$ cat src/rtl/brm_pkg.sv
// Package: shared width default and the status record passed from the
// counter to the output stage of the rate multiplier.
// Assumes: all users take their counter width from a module parameter.
package brm_pkg;

    // Default counter width; 6 bits gives a 64-state cycle.
    localparam int unsigned BRM_DEF_W = 6;

    // Counter status seen by the output stage.
    typedef struct packed {
        logic at_max;   // counter holds the all-ones state
        logic counting; // counter is enabled this period
    } brm_cnt_stat_t;

endpackage

$ cat src/rtl/brm_counter.sv
// Module: brm_counter
// Binary up-counter of W bits that steps once per clock while the active-low
// enable is low and wraps to zero after the all-ones state.
// Assumes: rst_n is synchronous and active-low; all bits change on one edge.
module brm_counter
    import brm_pkg::*;
#(
    parameter int unsigned W = BRM_DEF_W
) (
    input  logic          clk,
    input  logic          rst_n,
    input  logic          ce_n,
    output logic [W-1:0]  cnt,
    output brm_cnt_stat_t stat
);

    localparam logic [W-1:0] CNT_MAX = {W{1'b1}};
    localparam logic [W-1:0] CNT_ONE = W'(1);

    // Purpose: clear on reset, step by one when counting is enabled.
    always_ff @(posedge clk) begin
        if (!rst_n) begin
            cnt <= '0;
        end else if (!ce_n) begin
            cnt <= cnt + CNT_ONE;
        end
    end

    // Purpose: derive the status flags consumed by the output stage.
    always_comb begin
        stat.at_max   = (cnt == CNT_MAX);
        stat.counting = ~ce_n;
    end

endmodule

$ cat src/rtl/brm_decode.sv
// Module: brm_decode
// Produces one match term per select bit. Select bit j (weight 2^j) matches
// when the lowest W-1-j count bits are all ones and count bit W-1-j is zero.
// Assumes: the terms are mutually exclusive and none is true at all ones.
module brm_decode #(
    parameter int unsigned W = 6
) (
    input  logic [W-1:0] cnt,
    output logic [W-1:0] term
);

    // One decode per select bit; the structure repeats with a growing mask.
    for (genvar j = 0; j < W; j++) begin : g_term
        localparam int unsigned K = W - 1 - j;
        if (K == 0) begin : g_lsb
            // Purpose: the highest-weight bit matches whenever count bit 0 is 0.
            always_comb term[j] = ~cnt[0];
        end else begin : g_mid
            // Purpose: the lower K bits must be all ones, bit K must be zero.
            always_comb term[j] = (&cnt[K-1:0]) & ~cnt[K];
        end
    end

endmodule

$ cat src/rtl/brm_output.sv
// Module: brm_output
// Combines the match terms with the select word and the enables to form the
// active-low rate pulse, its merged complement and the terminal count.
// Assumes: term holds at most one true bit per period.
module brm_output
    import brm_pkg::*;
#(
    parameter int unsigned W = BRM_DEF_W
) (
    input  logic [W-1:0]  term,
    input  logic [W-1:0]  sel,
    input  logic          z_en_n,
    input  logic          y_inj_n,
    input  brm_cnt_stat_t stat,
    output logic          z_n,
    output logic          y,
    output logic          tc_n
);

    logic hit;

    // Purpose: a period is selected when its matching term has its bit set.
    always_comb hit = |(term & sel);

    // Purpose: gate the pulse with its enable and drive it active-low.
    always_comb z_n = ~(hit & ~z_en_n);

    // Purpose: complement output, forced high by an injected upstream pulse.
    always_comb y = ~(z_n & y_inj_n);

    // Purpose: flag the last state of the cycle while counting is enabled.
    always_comb tc_n = ~(stat.at_max & stat.counting);

endmodule

$ cat src/rtl/brm_core.sv
// Module: brm_core
// Binary rate multiplier: over each 2^W-clock cycle it drives z_n low in m
// periods, m being the select word. The outputs are synchronous strobes.
// Assumes: one clock domain; rst_n is synchronous and active-low.
module brm_core
    import brm_pkg::*;
#(
    parameter int unsigned W = BRM_DEF_W
) (
    input  logic         clk,
    input  logic         rst_n,
    input  logic         ce_n,
    input  logic         z_en_n,
    input  logic         y_inj_n,
    input  logic [W-1:0] sel,
    output logic         z_n,
    output logic         y,
    output logic         tc_n
);

    logic [W-1:0]  cnt;
    logic [W-1:0]  term;
    brm_cnt_stat_t stat;

    brm_counter #(.W(W)) u_cnt (
        .clk   (clk),
        .rst_n (rst_n),
        .ce_n  (ce_n),
        .cnt   (cnt),
        .stat  (stat)
    );

    brm_decode #(.W(W)) u_dec (
        .cnt  (cnt),
        .term (term)
    );

    brm_output #(.W(W)) u_out (
        .term    (term),
        .sel     (sel),
        .z_en_n  (z_en_n),
        .y_inj_n (y_inj_n),
        .stat    (stat),
        .z_n     (z_n),
        .y       (y),
        .tc_n    (tc_n)
    );

endmodule

$ cat config.mk
export PLATFORM = sky130hd
export DESIGN_NAME = brm_core
export DESIGN_NICKNAME = d
export VERILOG_FILES = /design/src/rtl/brm_pkg.sv /design/src/rtl/brm_counter.sv /design/src/rtl/brm_decode.sv /design/src/rtl/brm_output.sv /design/src/rtl/brm_core.sv
export SDC_FILE = /design/constraint.sdc
export NUM_CORES = 1
export LEC_CHECK = 0
export BUFFER_PORTS_ARGS = -buffer_cell sky130_fd_sc_hd__buf_2
export CAP_MARGIN = 20
export CORE_AREA = 2 2 39 41
export CTS_BUF_LIST = sky130_fd_sc_hd__clkbuf_4 sky130_fd_sc_hd__clkbuf_8
export CTS_CLUSTER_DIAMETER = 150
export CTS_CLUSTER_SIZE = 25
export DETAILED_ROUTE_END_ITERATION = 6
export DIE_AREA = 0 0 41 43
export GPL_TIMING_DRIVEN = 0
export PLACE_DENSITY = 0.53
export RECOVER_POWER = 50
export SYNTH_ARGS = -nofsm -noshare
export SYNTH_HDL_FRONTEND = slang
export SYNTH_SLANG_ARGS = --single-unit
export TNS_END_PERCENT = 1
$ cat constraint.sdc
create_clock -name clk -period 1.9 [get_ports clk]
set_input_delay 0.19 -clock clk [delete_from_list [all_inputs] [get_ports clk]]
set_output_delay 0.19 -clock clk [all_outputs]
set_load 0.05 [all_outputs]
# [Word-level counts from Yosys, hierarchy flattened]
# Index checks and enable logic that the tools add are counted.
[totals] ff_bits=6 in_bits=11 output_inout_bits=3 elab_cells=28
[op_classes] addsub=1 eq_ne=1 bitwise_logic=20 n_reduce_logical=5
[op_table] operator="1-bit NOT" count=11
[op_table] operator="1-bit bitwise AND" count=8
[op_table] operator="6-bit by 1-bit adder with 6-bit output (second input constant)" count=1
[op_table] operator="6-bit bitwise AND" count=1
[op_table] operator="6-bit equality test (second input constant)" count=1
[op_table] operator="6-bit OR reduction" count=1
[op_table] operator="5-bit AND reduction" count=1
[op_table] operator="4-bit AND reduction" count=1
[op_table] operator="3-bit AND reduction" count=1
[op_table] operator="2-bit AND reduction" count=1

# [Longest topological paths before layout]
# Gate-level depths: netlist (run 1).
[depth] ltp_word=8 ltp_mapped=7 depth_no_buf=7

# [Modules after synthesis]
# A second synthesis (run 1) with hierarchy kept.
[hier_totals] hier_cells=43 hier_area_um2=395.4
[by_module_without_submodules] module="brm_counter" n_inst=1 cells_per_inst=28 area_per_inst_um2=289.0
[by_module_without_submodules] module="brm_decode" n_inst=1 cells_per_inst=8 area_per_inst_um2=56.3
[by_module_without_submodules] module="brm_output" n_inst=1 cells_per_inst=7 area_per_inst_um2=50.0

# [Worst setup path after synthesis (run 1)]
# No wires, ideal clock.
[synth_timing] kind="register to output" start="register u_cnt.cnt[0]" end="output port y" t_arrival_ns=2.526 path_slack_ns=-0.816 stages_incl_launch_ff=8 path_buffers=0 path_cell_list="dfxtp_1 -> ha_1 -> and3_2 -> ha_1 -> a22oi_1 -> nand3_1 -> o21bai_1 -> nand2_1"
[synth_via] elab_chain_cells=8
[synth_lines] element="start, declared" line_no="brm_counter.sv:13" source="output logic [W-1:0] cnt,"
[synth_lines] element="start signal, assigned" line_no="brm_counter.sv:25" source="cnt <= cnt + CNT_ONE;"
[synth_lines] element="5-bit AND reduction (tied with other cells)" line_no="brm_decode.sv:20" source="always_comb term[j] = (&cnt[K-1:0]) & ~cnt[K];"
[synth_lines] element="1-bit bitwise AND" line_no="brm_decode.sv:20"
[synth_lines] element="6-bit bitwise AND (*)" line_no="brm_output.sv:23" source="always_comb hit = |(term & sel);"
[synth_lines] element="6-bit OR reduction (*)" line_no="brm_output.sv:23"
[synth_lines] element="1-bit bitwise AND (*)" line_no="brm_output.sv:26" source="always_comb z_n = ~(hit & ~z_en_n);"
[synth_lines] element="1-bit NOT (*)" line_no="brm_output.sv:26"
[synth_lines] element="named net z_n" line_no="brm_core.sv:16" source="output logic z_n,"
[synth_lines] element="1-bit bitwise AND (*)" line_no="brm_output.sv:29" source="always_comb y = ~(z_n & y_inj_n);"
[synth_lines] element="1-bit NOT (*)" line_no="brm_output.sv:29"
[synth_lines] element="end, declared" line_no="brm_core.sv:17" source="output logic y,"
# Mark *: on every way through the listed nets, which the timed path passes. The rest lies on a longest branch.

# [Final worst setup path (run 1)]
[layout_timing] start="register u_cnt.cnt[0]" end="output port y"
[layout_via] elab_chain_cells=8
[layout_lines] element="5-bit AND reduction (tied with other cells)" line_no="brm_decode.sv:20"
[layout_lines] element="1-bit bitwise AND" line_no="brm_decode.sv:20"
[layout_lines] element="6-bit bitwise AND (*)" line_no="brm_output.sv:23"
[layout_lines] element="6-bit OR reduction (*)" line_no="brm_output.sv:23"
[layout_lines] element="1-bit bitwise AND (*)" line_no="brm_output.sv:26"
[layout_lines] element="1-bit NOT (*)" line_no="brm_output.sv:26"
[layout_lines] element="1-bit bitwise AND (*)" line_no="brm_output.sv:29"
[layout_lines] element="1-bit NOT (*)" line_no="brm_output.sv:29"
# Every way passes the cells marked *; elsewhere a longest branch is shown, timed or not.

==> reports/qor.txt, run 1 <==
cell types occupying the most area after synthesis - dfxtp_1, ha_1, and2_1
pin count of the biggest net entering global routing - 11
power density cells - 546 mW/mm^2
switching power total - 0.0867 mW
most used flip-flop cell after synthesis - dfxtp_1
via count of the first global-routing pass - 328
DRT iter0 DRCs - 0
clock slew at the register clock pins of the worst setup and hold paths - 0.04 ns
placeable core region - 0.00138 sq mm
iteration count of the initial detailed-routing pass - 1
biggest cell delay along the critical path - 0.34 ns
global-route usage over all layers - 10.9%
total via count in the routed design - 352
setup repair after global routing missed its margin - true
distinct cell type count of the synthesized netlist - 19
number of instances in the synthesized netlist - 45
fraction of power spent switching nets - 26.5%
flip-flop count of the largest register, all copies and words added - 6
detailed-route wire length per cell - 10.0 um
aggregate global routing overflow - 0
Worst R2R Path Depth - 5
number of vias per cell - 4.46
startpoint of the most critical setup path - u_cnt.cnt[0]
Die ar. - 0.00176 sq mm
placer congestion estimate - 0.621
worst-case clock skew - 0.000620 ns
met2 wire length - 373 um
antenna diode count - 0
max layer used - met4
kind of end point of the critical path - output port
row cnt - 14
number of hold buffers added after cts - 0
Arr. time, crit path - 1.73 ns
count of H-tree levels built during CTS - 1
crit path setup slack, layout - -0.0197 ns
capturing point of the worst reg2reg path - u_cnt.cnt[4]
Inserted Clock Buffers - 3
initial cell density of the core - 28.7%
Worst-Margin Slew - 0.280 ns
part of the power in the clock network - 34.9%
net count after synthesis - 62
leading registers by flop count - u_cnt.cnt (6)
number of antenna violations at the first check in global routing - 0
worst-case clock buffer depth - 2
remaining design rule violation count - 0
number of instances on the worst hold path - 2
Post-synth top cells - nand2_1, and2_1, dfxtp_1, ha_1, inv_1
most numerous cell in the Yosys netlist - nand2_1
Avg Inst Size Synth - 8.81 sq um
wire length on met3 - 42 um
layout cell share with drive strength beyond 1 - 44.4%
Largest Register - u_cnt.cnt
Total Wirelength - 790 um
Chip Height - 43 um
final critical delay including setup and external delays - 1.92 ns
x dimension of the die - 41 um
FILL cells - 144
total number of clock tree sinks - 6
Net count, final - 82
clk root buf - clkbuf_4
max-slew violations - 0
max-cap check violation count - 0
aggregate negative setup slack - -0.0197 ns
path category of the worst min-delay check - primary input to register
cell leakage power - 0.260 nW
area share of the largest cell type after synthesis - 30.3%
cell with the most instances on the worst path - ha_4
ordered list of cells on the worst path - ha_4 -> and3_4 -> ha_4 -> a22oi_2 -> nand3_2 -> o21bai_4 -> nand2_4 -> buf_8
end point of the critical path - y
# IOs - 14
post-synth design cell area - 397 sq um
IO Port Bufs - 12
Place WS - 0.0414 ns
register-to-register path setup slack - 0.66 ns
cell-internal power - 0.240 mW
non-filler cells in the finished layout - 79
clock tree from TritonCTS - built
share of the yosys chip area belonging to registers - 30.3%
cell with the largest stage delay on the worst path - dfxtp_4
failing checks - setup timing
data required time of the critical path - 1.71 ns
Max Clock Freq - 0.521 GHz
Yosys top cell by area - dfxtp_1
biggest fanout along the worst timing path - 3
yosys synthesis warning count - 0
half-perimeter wire length of the detailed placement result - 572 um
worst vdd ir - 0.254 mV
sequential group share of total power - 41.5%
share of synthesized registers carrying an async set or reset - 0%
dpl cell area - 514 sq um
count of placed standard cells including taps - 73
antenna viol nets, final - 0
clock latency on the worst-skew pair - 0.24 ns
routed metal-1 wirelength - 354 um
Reg2Reg Launch Point - u_cnt.cnt[0]
layout overhead on the synthesized area - 50.8%
final standard cell area without fillers - 598 sq um
flip-flop and latch count after synthesis - 6
Slew headroom - 81.3%
number of enable-type register cells in the synthesized netlist - 0
global-route wire length before repair - 1210 um
Final setup viols - 1
run status - finished, violations left
fraction of the cycle the final worst path needs - 101%
count of final hold-check violations - 0
share of total power in combinational logic - 23.6%
startpoint-to-endpoint class of the critical path - register to output port
kind of start point of the critical path - register
==> worst max-delay path: cells and delay by family (launching register included) <==
family	cells	cell delay, ns
AO/OA/AOI/OAI	2	0.35
AND/OR/NAND/NOR	3	0.35
buffers and inverters	1	0.14
adder cells (fa/ha/maj)	2	0.30
flip-flops	1	0.34
==> worst min path at each step <==
stage	startpoint	slack, ns	to
floorplan	rst_n	0.31	u_cnt.cnt[0]
global placement	rst_n	0.46	u_cnt.cnt[5]
detailed placement	rst_n	0.46	u_cnt.cnt[4]
CTS	rst_n	0.20	u_cnt.cnt[2]
global route	rst_n	0.21	u_cnt.cnt[3]
finish	rst_n	0.20	u_cnt.cnt[2]
==> layout make-up <==
type	count	area, sq um	share of cell area [%]
inverter	3	11.3	1.88
clock buffer	3	22.5	3.77
timing repair buffer	15	98.8	16.5
buffer	1	11.3	1.88
multi-input combinational	35	307	51.3
tap	16	20.0	3.35
sequential	6	128	21.3
==> metrics by stage <==
| stage | utilization, % | hold slack [ns] | total power [mW] |
|---|---|---|---|
| floorplan | - | 0.312 | 0.182 |
| global placement | 37.2 | 0.459 | 0.200 |
| detailed placement | 37.2 | 0.460 | 0.201 |
| CTS | 43.6 | 0.199 | 0.335 |
| global route | 43.2 | 0.210 | 0.347 |
| finish | 43.2 | 0.205 | 0.327 |
==> repair_timing <==
item / CTS / global route
pin swaps: 5 / 0
resized for setup: 11 / 0
buffers inserted: 3 / 0
endpoints found under the setup margin: 2 / 2
==> layer usage <==
metal	GRT usage (%)	vias up
met5	0	-
met4	14.0	0
met1	11.6	150
met2	15.9	12
li1	-	188
met3	0	2
==> kinds of logic after synthesis <==
| logic type | after synthesis | share of synthesized area, % |
|---|---|---|
| buffers and inverters | 4 | 5.68 |
| XOR/XNOR | 3 | 6.63 |
| adder cells (fa/ha/maj) | 6 | 18.9 |
| AND/OR/NAND/NOR | 20 | 29.3 |
| flip-flops | 6 | 30.3 |
| AO/OA/AOI/OAI | 6 | 9.15 |
==> power by group through the flow <==
stage          Clock [mW]  Sequential (mW)  Combinational, mW
5_1_grt             0.127            0.136             0.0845
6_report            0.114            0.136             0.0771
3_3_place_gp            0            0.143             0.0577
3_5_place_dp            0            0.143             0.0582
2_1_floorplan           0            0.141             0.0412
4_1_cts             0.121            0.136             0.0778
==> cell usage in the layout (no fill, tap or decap), drive strengths merged, types with 2 or more instances in the layout <==
cell type	instances
and2	6
xnor2	2
ha	6
o21ai	3
clkbuf	3
buf	16
nand2	7
inv	3
dfxtp	6
nand4b	2
(Power assumes the default switching activity.)
==> run 2, diff against run 1 <==
Settings changed: BUFFER_PORTS_ARGS -buffer_cell sky130_fd_sc_hd__buf_2 to unset, DONT_BUFFER_PORTS set to 1, PLACE_DENSITY 0.53 to 0.44, SYNTH_HIERARCHICAL set to 1.
==> run 2 against run 1 <==
Compared with the run above: the run now ends clean; flip-flop and latch count is the same; total power shrank 8.2%; highest routed layer is now met3; wire length shrank 8.4%; cell area shrank 26%; first-iteration DRC count grew 5; clock skew grew 0.0017 ns; clock power is essentially flat; register-to-register slack gained 0.06 ns.
==> reports/qor.txt, run 2 <==
run status - finished clean
cell-internal power - 0.221 mW (-8.0%)
most used cells in the layout excluding fill and tap cells - nand2_1, nor2_1, xnor2_1, and2_1, dfxtp_1
x dimension of the die - 41 um (unchanged)
yosys synthesis warning count - 6 (+6)
Final setup viols - 0 (-1)
area share of the largest cell type after synthesis - 30.4% (+0.096 points)
share of the yosys chip area belonging to registers - 30.4% (+0.096 points)
layout cell share with drive strength beyond 1 - 21.7% (-23 points)
crit path setup slack, layout - 0.127 ns (+0.147 ns)
Arr. time, crit path - 1.58 ns (-0.15 ns)
worst vdd ir - 0.303 mV (+19%)
Net count, final - 60 (-27%)
half-perimeter wire length of the detailed placement result - 591 um (+3.4%)
cell leakage power - 0.153 nW (-41%)
max-slew violations - 0 (unchanged)
start point of the worst hold path - rst_n
number of antenna violations at the first check in global routing - 0 (unchanged)
# IOs - 14 (unchanged)
number of vias per cell - 5.00 (+12%)
Yosys top cell by area - dfxtp_1
biggest fanout along the worst timing path - 6 (+3)
flip-flop count of the largest register, all copies and words added - 6 (unchanged)
post-synth design cell area - 395 sq um (-0.32%)
Worst R2R Path Depth - 4 (-1)
antenna viol nets, final - 0 (unchanged)
global-route usage over all layers - 9.65% (-1.2 points)
number of enable-type register cells in the synthesized netlist - 0 (unchanged)
worst-case clock skew - 0.00233 ns (+0.00171 ns)
Slew headroom - 68.8% (-13 points)
Inserted Clock Buffers - 3 (unchanged)
Avg Inst Size Synth - 9.19 sq um (+4.3%)
layout overhead on the synthesized area - 12.3%
DRT iter0 DRCs - 5 (+5)
startpoint-to-endpoint class of the critical path - register to output port
part of the power in the clock network - 38.2% (+3.3 points)
capturing point of the worst reg2reg path - u_cnt/cnt[4]
worst-case clock buffer depth - 2 (unchanged)
total via count in the routed design - 310 (-12%)
Total Wirelength - 724 um (-8.4%)
placeable core region - 0.00138 sq mm (unchanged)
count of final hold-check violations - 0 (unchanged)
number of instances in the synthesized netlist - 43 (-4.4%)
distinct cell type count of the synthesized netlist - 20 (+1)
IO Port Bufs - 0 (-12)
Chip Height - 43 um (unchanged)
Max Clock Freq - 0.564 GHz (+8.3%)
most numerous cell in the Yosys netlist - dfxtp_1
count of H-tree levels built during CTS - 1 (unchanged)
via count of the first global-routing pass - 269 (-18%)
clock latency on the worst-skew pair - 0.24 ns (about the same)
Worst-Margin Slew - 0.467 ns (+0.187 ns)
flip-flop and latch count after synthesis - 6 (unchanged)
Post-synth top cells - dfxtp_1, and2_1, nand2_1, nor2_1, xnor2_1
global-route wire length before repair - 1080 um (-11%)
Place WS - 0.186 ns (+0.144 ns)
path category of the worst min-delay check - primary input to register
iteration count of the initial detailed-routing pass - 3 (+2)
remaining design rule violation count - 0 (unchanged)
aggregate global routing overflow - 0 (unchanged)
aggregate negative setup slack - 0 ns (+0.0197 ns)
total number of clock tree sinks - 6 (unchanged)
kind of end point of the critical path - output port
pin count of the biggest net entering global routing - 8 (-3)
max-cap check violation count - 0 (unchanged)
share of synthesized registers carrying an async set or reset - 0% (unchanged)
clk root buf - clkbuf_4
register-to-register path setup slack - 0.72 ns (+0.06 ns)
most used flip-flop cell after synthesis - dfxtp_1
clock tree from TritonCTS - built
initial cell density of the core - 28.6% (-0.090 points)
net count after synthesis - 55 (-11%)
fraction of power spent switching nets - 26.4% (-0.16 points)
detailed-route wire length per cell - 11.7 um (+17%)
number of instances on the worst hold path - 1 (-1)
sequential group share of total power - 46.7% (+5.2 points)
fraction of the cycle the final worst path needs - 93.3% (-7.7 points)
kind of start point of the critical path - register
Die ar. - 0.00176 sq mm (unchanged)
Largest Register - u_cnt/cnt
data required time of the critical path - 1.71 ns (about the same)
power density cells - 676 mW/mm^2 (+24%)
number of hold buffers added after cts - 0 (unchanged)
Reg2Reg Launch Point - u_cnt/cnt[1]
leading registers by flop count - u_cnt/cnt (6)
cell types occupying the most area after synthesis - dfxtp_1, xnor2_1, and2_1
antenna diode count - 0 (unchanged)
FILL cells - 155 (+7.6%)
switching power total - 0.0791 mW (-8.7%)
placer congestion estimate - 0.744 (+20%)
setup repair after global routing missed its margin - false
row cnt - 14 (unchanged)
share of total power in combinational logic - 15.1% (-8.5 points)
final critical delay including setup and external delays - 1.77 ns (-0.147 ns)
Hold EP - u_cnt/cnt[2]
clock slew at the register clock pins of the worst setup and hold paths - 0.04 ns (about the same)
==> run 2: changes by cell type in the layout (fill, tap and decap cells not counted), moves of 3 or more <==
| cell | change |
|---|---|
| nor2_1 | +4 |
| buf_2 | -10 |
| buf_4 | -3 |
| a22oi_1 | +3 |
| ha_1 | -3 |
==> run 2: what timing repair did <==
action / 4_1_cts / 5_1_grt
resized for setup: 1 / 3
setup buffers: 0 / 0
setup endpoints to repair: 1 / 2
pin swaps: 0 / 1
==> run 2: area by class of cell <==
type,instances,area (sq um),area share (%)
inverter,2,7.51,1.69
clock buffer,3,22.5,5.07
tap,16,20.0,4.51
multi-input combinational,35,272,61.1
sequential,6,123,27.6
==> run 2: through the flow <==
step / instances / power [mW] / hold WS, ns / util, % / instance area (sq um)
5_1_grt: 62 / 0.319 / 0.0586 / 32.1 / 444
4_1_cts: 62 / 0.309 / 0.0590 / 33.0 / 457
6_report: 62 / 0.300 / 0.0706 / 32.1 / 444
2_1_floorplan: 43 / 0.181 / 0.312 / - / 403
3_5_place_dp: 59 / 0.186 / 0.315 / 30.6 / 423
3_3_place_gp: 59 / 0.185 / 0.314 / 30.6 / 423
==> run 2: power groups by stage <==
| stage | registers [mW] | clock network, mW | logic [mW] |
|---|---|---|---|
| 2_1_floorplan | 0.142 | 0 | 0.0393 |
| 3_3_place_gp | 0.144 | 0 | 0.0411 |
| 3_5_place_dp | 0.144 | 0 | 0.0422 |
| 4_1_cts | 0.142 | 0.122 | 0.0455 |
| 5_1_grt | 0.142 | 0.128 | 0.0493 |
| 6_report | 0.140 | 0.115 | 0.0452 |
==> run 2: kinds of logic after synthesis <==
| family | Yosys count | share of synthesized area [%] |
|---|---|---|
| adders and majority gates | 1 | 3.16 |
| DFF | 6 | 30.4 |
| muxes | 1 | 2.53 |
| and+or+nand+nor | 22 | 39.2 |
| buffers and inverters | 2 | 1.90 |
| AOI/OAI and AO/OA | 7 | 13.9 |
| xor gates and xnor gates | 4 | 8.86 |
==> run 2: routing by layer <==
layer	up-vias	global-route usage, %	wire [um]
li1	160	-	-
met5	-	0	0
met4	0	10.0	0
met2	6	12.5	357
met3	0	3.66	46
met1	144	11.0	320
==> run 2: worst max-delay path by stage <==
stage            startpoint  to  slack, ns  cells past startpoint
2_1_floorplan  u_cnt/cnt[0]   y       0.29                      4
3_3_place_gp   u_cnt/cnt[0]   y       0.21                      4
3_5_place_dp   u_cnt/cnt[0]   y       0.19                      4
4_1_cts        u_cnt/cnt[0]   y       0.02                      4
5_1_grt        u_cnt/cnt[3]   y       0.03                      4
6_report       u_cnt/cnt[3]   y       0.13                      4
==> run 2: critical path, stage by stage, from the launching register on <==
cell and delay (ns):
dfxtp_1 0.46, nand4_2 0.15, nor3b_2 0.17, a22oi_1 0.14, a41oi_4 0.42
==> run 3, diff against run 2 <==
Settings changed: CTS_BUF_LIST sky130_fd_sc_hd__clkbuf_4 sky130_fd_sc_hd__clkbuf_8 to sky130_fd_sc_hd__clkbuf_2, SYNTH_HIERARCHICAL 1 to unset.
==> run 3 against run 2 <==
Compared with the run above: the run now ends with setup timing left; via count is 1.3% higher; non-clock buffer count is 4 higher; hold slack better by 0.029 ns; final cell count is 8.1% higher; register-to-register slack worse by 0.08 ns; clock power is 27% lower; largest cell class unchanged.
==> reports/qor.txt, run 3 (synthesized netlist as in run 1, its figures left out) <==
Chip Height - 43 um (unchanged)
cell leakage power - 0.208 nW (+36%)
share of total power in combinational logic - 20.5% (+5.4 points)
Die ar. - 0.00176 sq mm (unchanged)
worst vdd ir - 0.262 mV (-13%)
max-slew violations - 0 (unchanged)
antenna viol nets, final - 0 (unchanged)
pin count of the biggest net entering global routing - 11 (+3)
biggest fanout along the worst timing path - 3 (-3)
Inserted Clock Buffers - 3 (unchanged)
Largest Register - u_cnt.cnt
power density cells - 537 mW/mm^2 (-21%)
global-route usage over all layers - 10.9% (+1.2 points)
detailed-route wire length per cell - 11.8 um (+0.72%)
clock tree from TritonCTS - built
Final setup viols - 1 (+1)
path category of the worst min-delay check - primary input to register
biggest cell delay along the critical path - 0.36 ns (-0.10 ns)
worst-case clock skew - 0.00146 ns (-0.000869 ns)
IO Port Bufs - 0 (unchanged)
row cnt - 14 (unchanged)
non-filler cells in the finished layout - 67 (+8.1%)
Worst-Margin Slew - 0.617 ns (+0.150 ns)
layout overhead on the synthesized area - 29.7%
Max Clock Freq - 0.481 GHz (-15%)
setup repair after global routing missed its margin - true
layout cell share with drive strength beyond 1 - 31.4% (+9.6 points)
cell with the most instances on the worst path - ha_4
placer congestion estimate - 0.669 (-10%)
remaining design rule violation count - 0 (unchanged)
cell with the largest stage delay on the worst path - o21bai_4
count of final hold-check violations - 0 (unchanged)
fraction of power spent switching nets - 28.6% (+2.2 points)
clk root buf - clkbuf_2
number of antenna violations at the first check in global routing - 0 (unchanged)
flip-flop count of the largest register, all copies and words added - 6 (unchanged)
kind of start point of the critical path - register
failing checks - setup timing
total via count in the routed design - 314 (+1.3%)
startpoint-to-endpoint class of the critical path - register to output port
count of placed standard cells including taps - 61 (+3.4%)
ordered list of cells on the worst path - ha_4 -> and3_4 -> ha_4 -> a22oi_2 -> nand3_2 -> o21bai_4 -> nand2_4
run status - finished, violations left
count of H-tree levels built during CTS - 1 (unchanged)
most used cells in the layout excluding fill and tap cells - nand2_1, and2_1, ha_1, dfxtp_1
sequential group share of total power - 49.1% (+2.4 points)
iteration count of the initial detailed-routing pass - 2 (-1)
Total Wirelength - 788 um (+8.8%)
cell-internal power - 0.197 mW (-11%)
initial cell density of the core - 28.7% (+0.090 points)
clock slew at the register clock pins of the worst setup and hold paths - 0.05 ns (about the same)
worst-case clock buffer depth - 2 (unchanged)
Bufs and invs on worst path - 0 (unchanged)
kind of end point of the critical path - output port
total number of clock tree sinks - 6 (unchanged)
half-perimeter wire length of the detailed placement result - 592 um (+0.20%)
number of vias per cell - 4.69 (-6.3%)
fraction of the cycle the final worst path needs - 109% (+16 points)
global-route wire length before repair - 1240 um (+15%)
Slew headroom - 58.6% (-10 points)
part of the power in the clock network - 30.4% (-7.8 points)
Net count, final - 70 (+17%)
antenna diode count - 0 (unchanged)
crit path setup slack, layout - -0.180 ns (-0.308 ns)
Arr. time, crit path - 1.89 ns (+0.31 ns)
leading registers by flop count - u_cnt.cnt (6)
clock latency on the worst-skew pair - 0.21 ns (-0.03 ns)
number of hold buffers added after cts - 0 (unchanged)
via count of the first global-routing pass - 303 (+13%)
final critical delay including setup and external delays - 2.08 ns (+0.308 ns)
switching power total - 0.0790 mW (-0.19%)
x dimension of the die - 41 um (unchanged)
Place WS - -0.0899 ns (-0.275 ns)
placeable core region - 0.00138 sq mm (unchanged)
max-cap check violation count - 0 (unchanged)
aggregate global routing overflow - 0 (unchanged)
dominant delay contributor by cell family on the critical path - compound AO/OA/AOI/OAI gates
DRT iter0 DRCs - 6 (+1)
# IOs - 14 (unchanged)
data required time of the critical path - 1.71 ns (about the same)
[run 3: repair_timing]
item | CTS | global route
gates resized for setup | 6 | 0
setup buffers | 3 | 0
setup endpoints to repair | 2 | 2
endpoints found under the hold margin | 0 | 0
pin swaps | 5 | 0
[run 3: worst paths after layout]
path	startpoint	end	slack, ns	depth (start not counted)
setup / recovery	u_cnt.cnt[0]	y	-0.18	7
setup reg to reg	u_cnt.cnt[0]	u_cnt.cnt[4]	0.64	5
hold / removal	rst_n	u_cnt.cnt[1]	0.1	1
hold reg to reg	u_cnt.cnt[5]	u_cnt.cnt[5]	0.63	2
[run 3: power groups by stage]
| stage | Sequential [mW] | Clock, mW | Combinational [mW] |
|---|---|---|---|
| after floorplan | 0.141 | 0 | 0.0412 |
| after global placement | 0.143 | 0 | 0.0446 |
| after detailed placement | 0.143 | 0 | 0.0455 |
| after CTS | 0.135 | 0.0907 | 0.0576 |
| after global routing | 0.136 | 0.0985 | 0.0629 |
| final | 0.136 | 0.0839 | 0.0566 |
[run 3: layout make-up]
class | instances | area [sq um]
inverters | 3 | 11.3
fillers | 144 | 870
flip-flops and latches | 6 | 128
well taps | 16 | 20.0
repair buffers | 3 | 22.5
multi-input cells | 35 | 307
plain buffers | 1 | 11.3
clock buffers | 3 | 15.0
[run 3: stage by stage]
step / utilization, % / cell area [sq um] / TNS, ns / power [mW] / hold slack (ns)
floorplan: - / 434 / 0 / 0.182 / 0.312
global placement: 32.8 / 454 / -0.0883 / 0.187 / 0.314
detailed placement: 32.8 / 454 / -0.0899 / 0.188 / 0.316
CTS: 37.5 / 519 / -0.225 / 0.283 / 0.0859
global route: 37.2 / 514 / -0.311 / 0.297 / 0.0713
finish: 37.2 / 514 / -0.180 / 0.276 / 0.0997
[run 3: routing by layer]
| layer | up-vias | share of wire [%] | track usage (%) |
|---|---|---|---|
| met5 | - | 0 | 0 |
| met4 | 0 | 0 | 8.00 |
| met3 | 0 | 7.2 | 3.66 |
| met2 | 9 | 50 | 15.6 |
| met1 | 140 | 43 | 12.6 |
| li1 | 165 | - | - |
